==> src/rtl/bas_pkg.sv <==
package bas_pkg;
   typedef enum logic [1:0] {
      CMD_HOLD  = 2'd0,
      CMD_LOAD  = 2'd1,
      CMD_DESEL = 2'd2,
      CMD_STEP  = 2'd3
   } bas_cmd_e;

   localparam int unsigned ORD_PIN        = 0;
   localparam int unsigned ORD_LINEAR     = 1;
   localparam int unsigned ORD_INTERLEAVE = 2;
endpackage

==> src/rtl/bas_cmd_decode.sv <==
module bas_cmd_decode
   import bas_pkg::*;
(
   input  logic     ctl_strb_n,
   input  logic     cpu_strb_n,
   input  logic     adv_n,
   input  logic     ce_n,
   input  logic     ce_hi,
   input  logic     ce2_n,
   input  logic     vld_q,
   output bas_cmd_e cmd
);
   logic all_en;
   logic cpu_seen;

   assign all_en   = ~ce_n & ce_hi & ~ce2_n;
   // the processor strobe only counts when the primary enable is active
   assign cpu_seen = ~cpu_strb_n & ~ce_n;

   always_comb begin
      cmd = CMD_HOLD;
      if (cpu_seen) begin
         cmd = all_en ? CMD_LOAD : CMD_DESEL;
      end else if (!ctl_strb_n) begin
         cmd = all_en ? CMD_LOAD : CMD_DESEL;
      end else if (!adv_n && vld_q) begin
         cmd = CMD_STEP;
      end
   end
endmodule

==> src/rtl/bas_beat_ctr.sv <==
module bas_beat_ctr
   import bas_pkg::*;
#(
   parameter int unsigned BURST_LEN = 4,
   localparam int unsigned BEAT_W   = $clog2(BURST_LEN)
) (
   input  logic              clk,
   input  logic              rst_n,
   input  bas_cmd_e          cmd,
   output logic [BEAT_W-1:0] beat_q,
   output logic              vld_q
);
   always_ff @(posedge clk) begin
      if (!rst_n) begin
         beat_q <= '0;
         vld_q  <= 1'b0;
      end else begin
         unique case (cmd)
            CMD_LOAD: begin
               beat_q <= '0;
               vld_q  <= 1'b1;
            end
            CMD_DESEL: vld_q  <= 1'b0;
            CMD_STEP:  beat_q <= beat_q + 1'b1;
            default: ;
         endcase
      end
   end
endmodule

==> src/rtl/bas_order_map.sv <==
module bas_order_map
   import bas_pkg::*;
#(
   parameter int unsigned BURST_LEN  = 4,
   parameter int unsigned ORDER_MODE = ORD_PIN,
   localparam int unsigned BEAT_W    = $clog2(BURST_LEN)
) (
   input  logic [BEAT_W-1:0] start_low,
   input  logic [BEAT_W-1:0] beat,
   input  logic              ilv_q,
   output logic [BEAT_W-1:0] cur_low
);
   logic [BEAT_W-1:0] lin_low;
   logic [BEAT_W-1:0] ilv_low;

   assign lin_low = start_low + beat;
   assign ilv_low = start_low ^ beat;

   generate
      if (ORDER_MODE == ORD_LINEAR) begin : g_lin
         assign cur_low = lin_low;
      end else if (ORDER_MODE == ORD_INTERLEAVE) begin : g_ilv
         assign cur_low = ilv_low;
      end else begin : g_pin
         assign cur_low = ilv_q ? ilv_low : lin_low;
      end
   endgenerate
endmodule

==> src/rtl/burst_addr_seq.sv <==
module burst_addr_seq
   import bas_pkg::*;
#(
   parameter int unsigned ADDR_W     = 20,
   parameter int unsigned BURST_LEN  = 4,
   parameter int unsigned ORDER_MODE = ORD_PIN
) (
   input  logic              clk,
   input  logic              rst_n,
   input  logic [ADDR_W-1:0] ext_addr,
   input  logic              ctl_strb_n,
   input  logic              cpu_strb_n,
   input  logic              adv_n,
   input  logic              ce_n,
   input  logic              ce_hi,
   input  logic              ce2_n,
   input  logic              order_sel,
   output logic [ADDR_W-1:0] word_addr,
   output logic              beat_vld
);
   localparam int unsigned BEAT_W = $clog2(BURST_LEN);

   generate
      if (BURST_LEN < 2 || (BURST_LEN & (BURST_LEN - 1)) != 0) begin : g_bad_len
         $error("BURST_LEN must be a power of two of at least 2");
      end
      if (ADDR_W <= BEAT_W) begin : g_bad_aw
         $error("ADDR_W must exceed the beat index width");
      end
      if (ORDER_MODE > ORD_INTERLEAVE) begin : g_bad_ord
         $error("ORDER_MODE out of range");
      end
   endgenerate

   bas_cmd_e          cmd;
   logic              vld_q;
   logic [BEAT_W-1:0] beat_q;
   logic [ADDR_W-1:0] start_q;
   logic              ilv_q;
   logic [BEAT_W-1:0] cur_low;

   bas_cmd_decode u_dec (
      .ctl_strb_n (ctl_strb_n),
      .cpu_strb_n (cpu_strb_n),
      .adv_n      (adv_n),
      .ce_n       (ce_n),
      .ce_hi      (ce_hi),
      .ce2_n      (ce2_n),
      .vld_q      (vld_q),
      .cmd        (cmd)
   );

   bas_beat_ctr #(.BURST_LEN(BURST_LEN)) u_ctr (
      .clk    (clk),
      .rst_n  (rst_n),
      .cmd    (cmd),
      .beat_q (beat_q),
      .vld_q  (vld_q)
   );

   // start address and order are captured only when a burst begins
   always_ff @(posedge clk) begin
      if (!rst_n) begin
         start_q <= '0;
         ilv_q   <= 1'b0;
      end else if (cmd == CMD_LOAD) begin
         start_q <= ext_addr;
         ilv_q   <= order_sel;
      end
   end

   bas_order_map #(.BURST_LEN(BURST_LEN), .ORDER_MODE(ORDER_MODE)) u_map (
      .start_low (start_q[BEAT_W-1:0]),
      .beat      (beat_q),
      .ilv_q     (ilv_q),
      .cur_low   (cur_low)
   );

   assign word_addr = {start_q[ADDR_W-1:BEAT_W], cur_low};
   assign beat_vld  = vld_q;
endmodule

==> config.mk <==
export PLATFORM = sky130hd
export DESIGN_NAME = burst_addr_seq
export DESIGN_NICKNAME = d
export VERILOG_FILES = /design/src/rtl/bas_pkg.sv /design/src/rtl/bas_cmd_decode.sv /design/src/rtl/bas_beat_ctr.sv /design/src/rtl/bas_order_map.sv /design/src/rtl/burst_addr_seq.sv
export SDC_FILE = /design/constraint.sdc
export NUM_CORES = 1
export LEC_CHECK = 0
export BUFFER_PORTS_ARGS = -buffer_cell sky130_fd_sc_hd__buf_4
export CAP_MARGIN = 20
export CORE_ASPECT_RATIO = 0.75
export CORE_MARGIN = 2
export CORE_UTILIZATION = 49
export CTS_BUF_LIST = sky130_fd_sc_hd__clkbuf_4
export CTS_CLUSTER_SIZE = 40
export DETAILED_ROUTE_END_ITERATION = 10
export PLACE_DENSITY = 0.88
export SLEW_MARGIN = 30
export SYNTH_ARGS = -nofsm -noshare
export SYNTH_HDL_FRONTEND = slang
export SYNTH_SLANG_ARGS = --single-unit
==> constraint.sdc <==
create_clock -name clk -period 2.35 [get_ports clk]
set_clock_uncertainty 0.15 [all_clocks]
set_input_delay 0.47 -clock clk [delete_from_list [all_inputs] [get_ports clk]]
set_output_delay 0.47 -clock clk [all_outputs]
set_load 0.01 [all_outputs]
==> results.json <==
{
  "status": "complete, no violations",
  "crit_path_max_incr_delay_ps": 410,
  "rsz0062_at_grt": "false",
  "drt_iter0_drc": 13,
  "area_growth_syn_to_layout_pct": 22.5,
  "maxCapViolCount": 0,
  "cts.sink_count": 24,
  "rows": 15,
  "vdd_drop_max_v": 0.000330,
  "holdCritPathClass": "primary input to register",
  "drive_gt1_frac": 0.384,
  "tns_ps": 0,
  "cts_hold_buf": 0,
  "cp_data_required_time_ps": 1730,
  "finalSetupViolCount": 0,
  "vias": 874,
  "endpoint_kind": "primary output",
  "synthesis.instances": 119,
  "fp.coreArea_sq_um": 2360,
  "slew_headroom": 0.838,
  "ant_nets": 0,
  "finalMaxSlewViolations": 0,
  "met2_usage": 0.259,
  "power_density_nw_per_um2": 478,
  "worst_slew_pin_slew_ps": 242,
  "io_pins": 50,
  "synthesis.nets": 152,
  "diodes": 0,
  "clk_pin_slew_ps": 120,
  "setup.worst_path.class": "register to primary output",
  "p_leak_nw": 0.635,
  "clockBufferDepth": 2,
  "fin_nets": 185,
  "dp_cells": 181,
  "grt_pass1_vias": 762,
  "cts_setup_buffers": 0,
  "cp_cell_sequence": "ha_1 > nor2b_1 > xnor2_1 > buf_4",
  "insertion_delay_ps": 310,
  "stdcell_count": 185,
  "final_cell_mix": "buf_4 (51), nor2b_1 (24), dfxtp_1 (24)",
  "ys_seq_area_frac": 0.385,
  "die-height_um": 47.7,
  "synth.avg_cell_area_sq_um": 10.5,
  "busiest_layer": "met2",
  "grt_pass1_wl_um": 3330,
  "drc": 0,
  "yosys_warnings": 0,
  "met3_usage": 0.0494,
  "die_w_um": 62.3,
  "firstDrtPassIters": 4,
  "final_common_cell": "buf_4",
  "routedWlPerCell_um": 11.3,
  "period_share": 0.817,
  "clockRootBuffer": "clkbuf_4",
  "portBuffers": 49,
  "finalCriticalPeriod_ps": 1920,
  "antenna_found_initial": 0,
  "cp.arrival_ps": 1300,
  "hpwl_um": 1640,
  "grt_use_total": 0.144,
  "mappedNetlistArea_sq_um": 1250,
  "cts_tree": "built",
  "grt-ovfl-total": 0,
  "routed_wl_um": 2100,
  "initial_core_util": 0.528,
  "grt_max_degree": 27,
  "fmax_mhz": 521,
  "hold_violations": 0,
  "avgViaCountPerCell": 4.72,
  "critPathLaunchType": "register",
  "post_cts_resized": 0,
  "cts-buffers-inserted": 3,
  "cts_max_level": 1,
  "gp_congestion": 0.730,
  "dieArea_sq_um": 2970,
  "synthDistinctLibCells": 22,
  "crit_fanout": 5,
  "cp_slowest_cell": "dfxtp_1",
  "synth-seq-cells": 24,
  "grtUsageMet1": 0.172
}
[synth_stat cells]
master	instances	area (sq um)
o21ai_0	2	10.0
o21a_1	1	7.51
nor3b_4	1	18.8
nor2b_1	24	150
buf_4	18	135
o32ai_2	1	16.3
o21ai_4	1	16.3
xnor2_1	2	17.5
nand2b_1	2	12.5
nand4b_1	1	8.76
clkbuf_2	1	5.00
clkbuf_1	2	7.51
buf_6	2	22.5
a2bb2oi_4	1	26.3
nor3_1	1	5.00
and3_1	1	6.26
and2_1	1	6.26
inv_1	1	3.75
ha_1	4	50.1
dfxtp_1	24	480
nand2_1	6	22.5
mux2i_1	22	220
[path summary, 6_finish.rpt]
| kind | startpoint | endpoint | slack (ps) | cells past startpoint |
|---|---|---|---|---|
| worst max register to register | u_ctr.vld_q | ilv_q | 580 | 7 |
| worst min register to register | u_ctr.beat_q[0] | u_ctr.beat_q[0] | 370 | 2 |
| worst max-delay path | u_ctr.beat_q[0] | word_addr[1] | 430 | 4 |
| worst min-delay path | ext_addr[17] | start_q[17] | 260 | 3 |
[worst max-delay path: cells and delay by family (launching register included)]
kind,cells,cell delay [ps]
buffers and inverters,1,140
XOR/XNOR,1,130
flip-flops,1,410
AND/OR/NAND/NOR,1,150
adder cells (fa/ha/maj),1,160
[flip-flops by register name, summed over array words and instances (netlist names)]
register,flops
u_ctr.vld_q,1
ilv_q,1
start_q,20
u_ctr.beat_q,2
[per-stage QoR]
step           utilization  setup slack (ps)  total power, W  area [sq um]  hold WS (ps)
2_1_floorplan            -               515        0.000508          1250           326
3_5_place_dp         0.636               271        0.000561          1500           354
4_1_cts              0.647               404        0.000739          1530           252
6_report             0.647               429        0.000731          1530           261
3_3_place_gp         0.636               359        0.000557          1500           347
5_1_grt              0.647               318        0.000768          1530           245
[logic make-up (layout without fill, tap and decap cells)]
logic type | Yosys count | count (layout) | share of synthesized area
and+or+nand+nor | 37 | 37 | 0.184
DFF | 24 | 24 | 0.385
buffers and inverters | 24 | 56 | 0.139
muxes | 22 | 22 | 0.176
AOI/OAI and AO/OA | 6 | 6 | 0.0611
adders and majority gates | 4 | 4 | 0.0401
xor gates and xnor gates | 2 | 2 | 0.0140
[power breakdown]
group          total [W]  internal [W]  switching [W]
Sequential      0.000425      0.000418     0.00000668
Combinational   0.000127     0.0000763      0.0000504
Clock           0.000179     0.0000620       0.000117
[layer usage]
layer | vias up | wire length [um]
met5 | - | 0
met4 | 0 | 19
met3 | 2 | 158
met2 | 34 | 1030
met1 | 400 | 893
li1 | 438 | -
[area by class of cell]
cell class	count	area [sq um]
clock inverter	1	3.75
fill	206	835
tap	34	42.5
multi-input combinational	71	594
clock buffer	3	22.5
timing repair buffer	51	383
inverter	1	3.75
sequential	24	480
No activity file was read; power rests on OpenSTA's default activity.
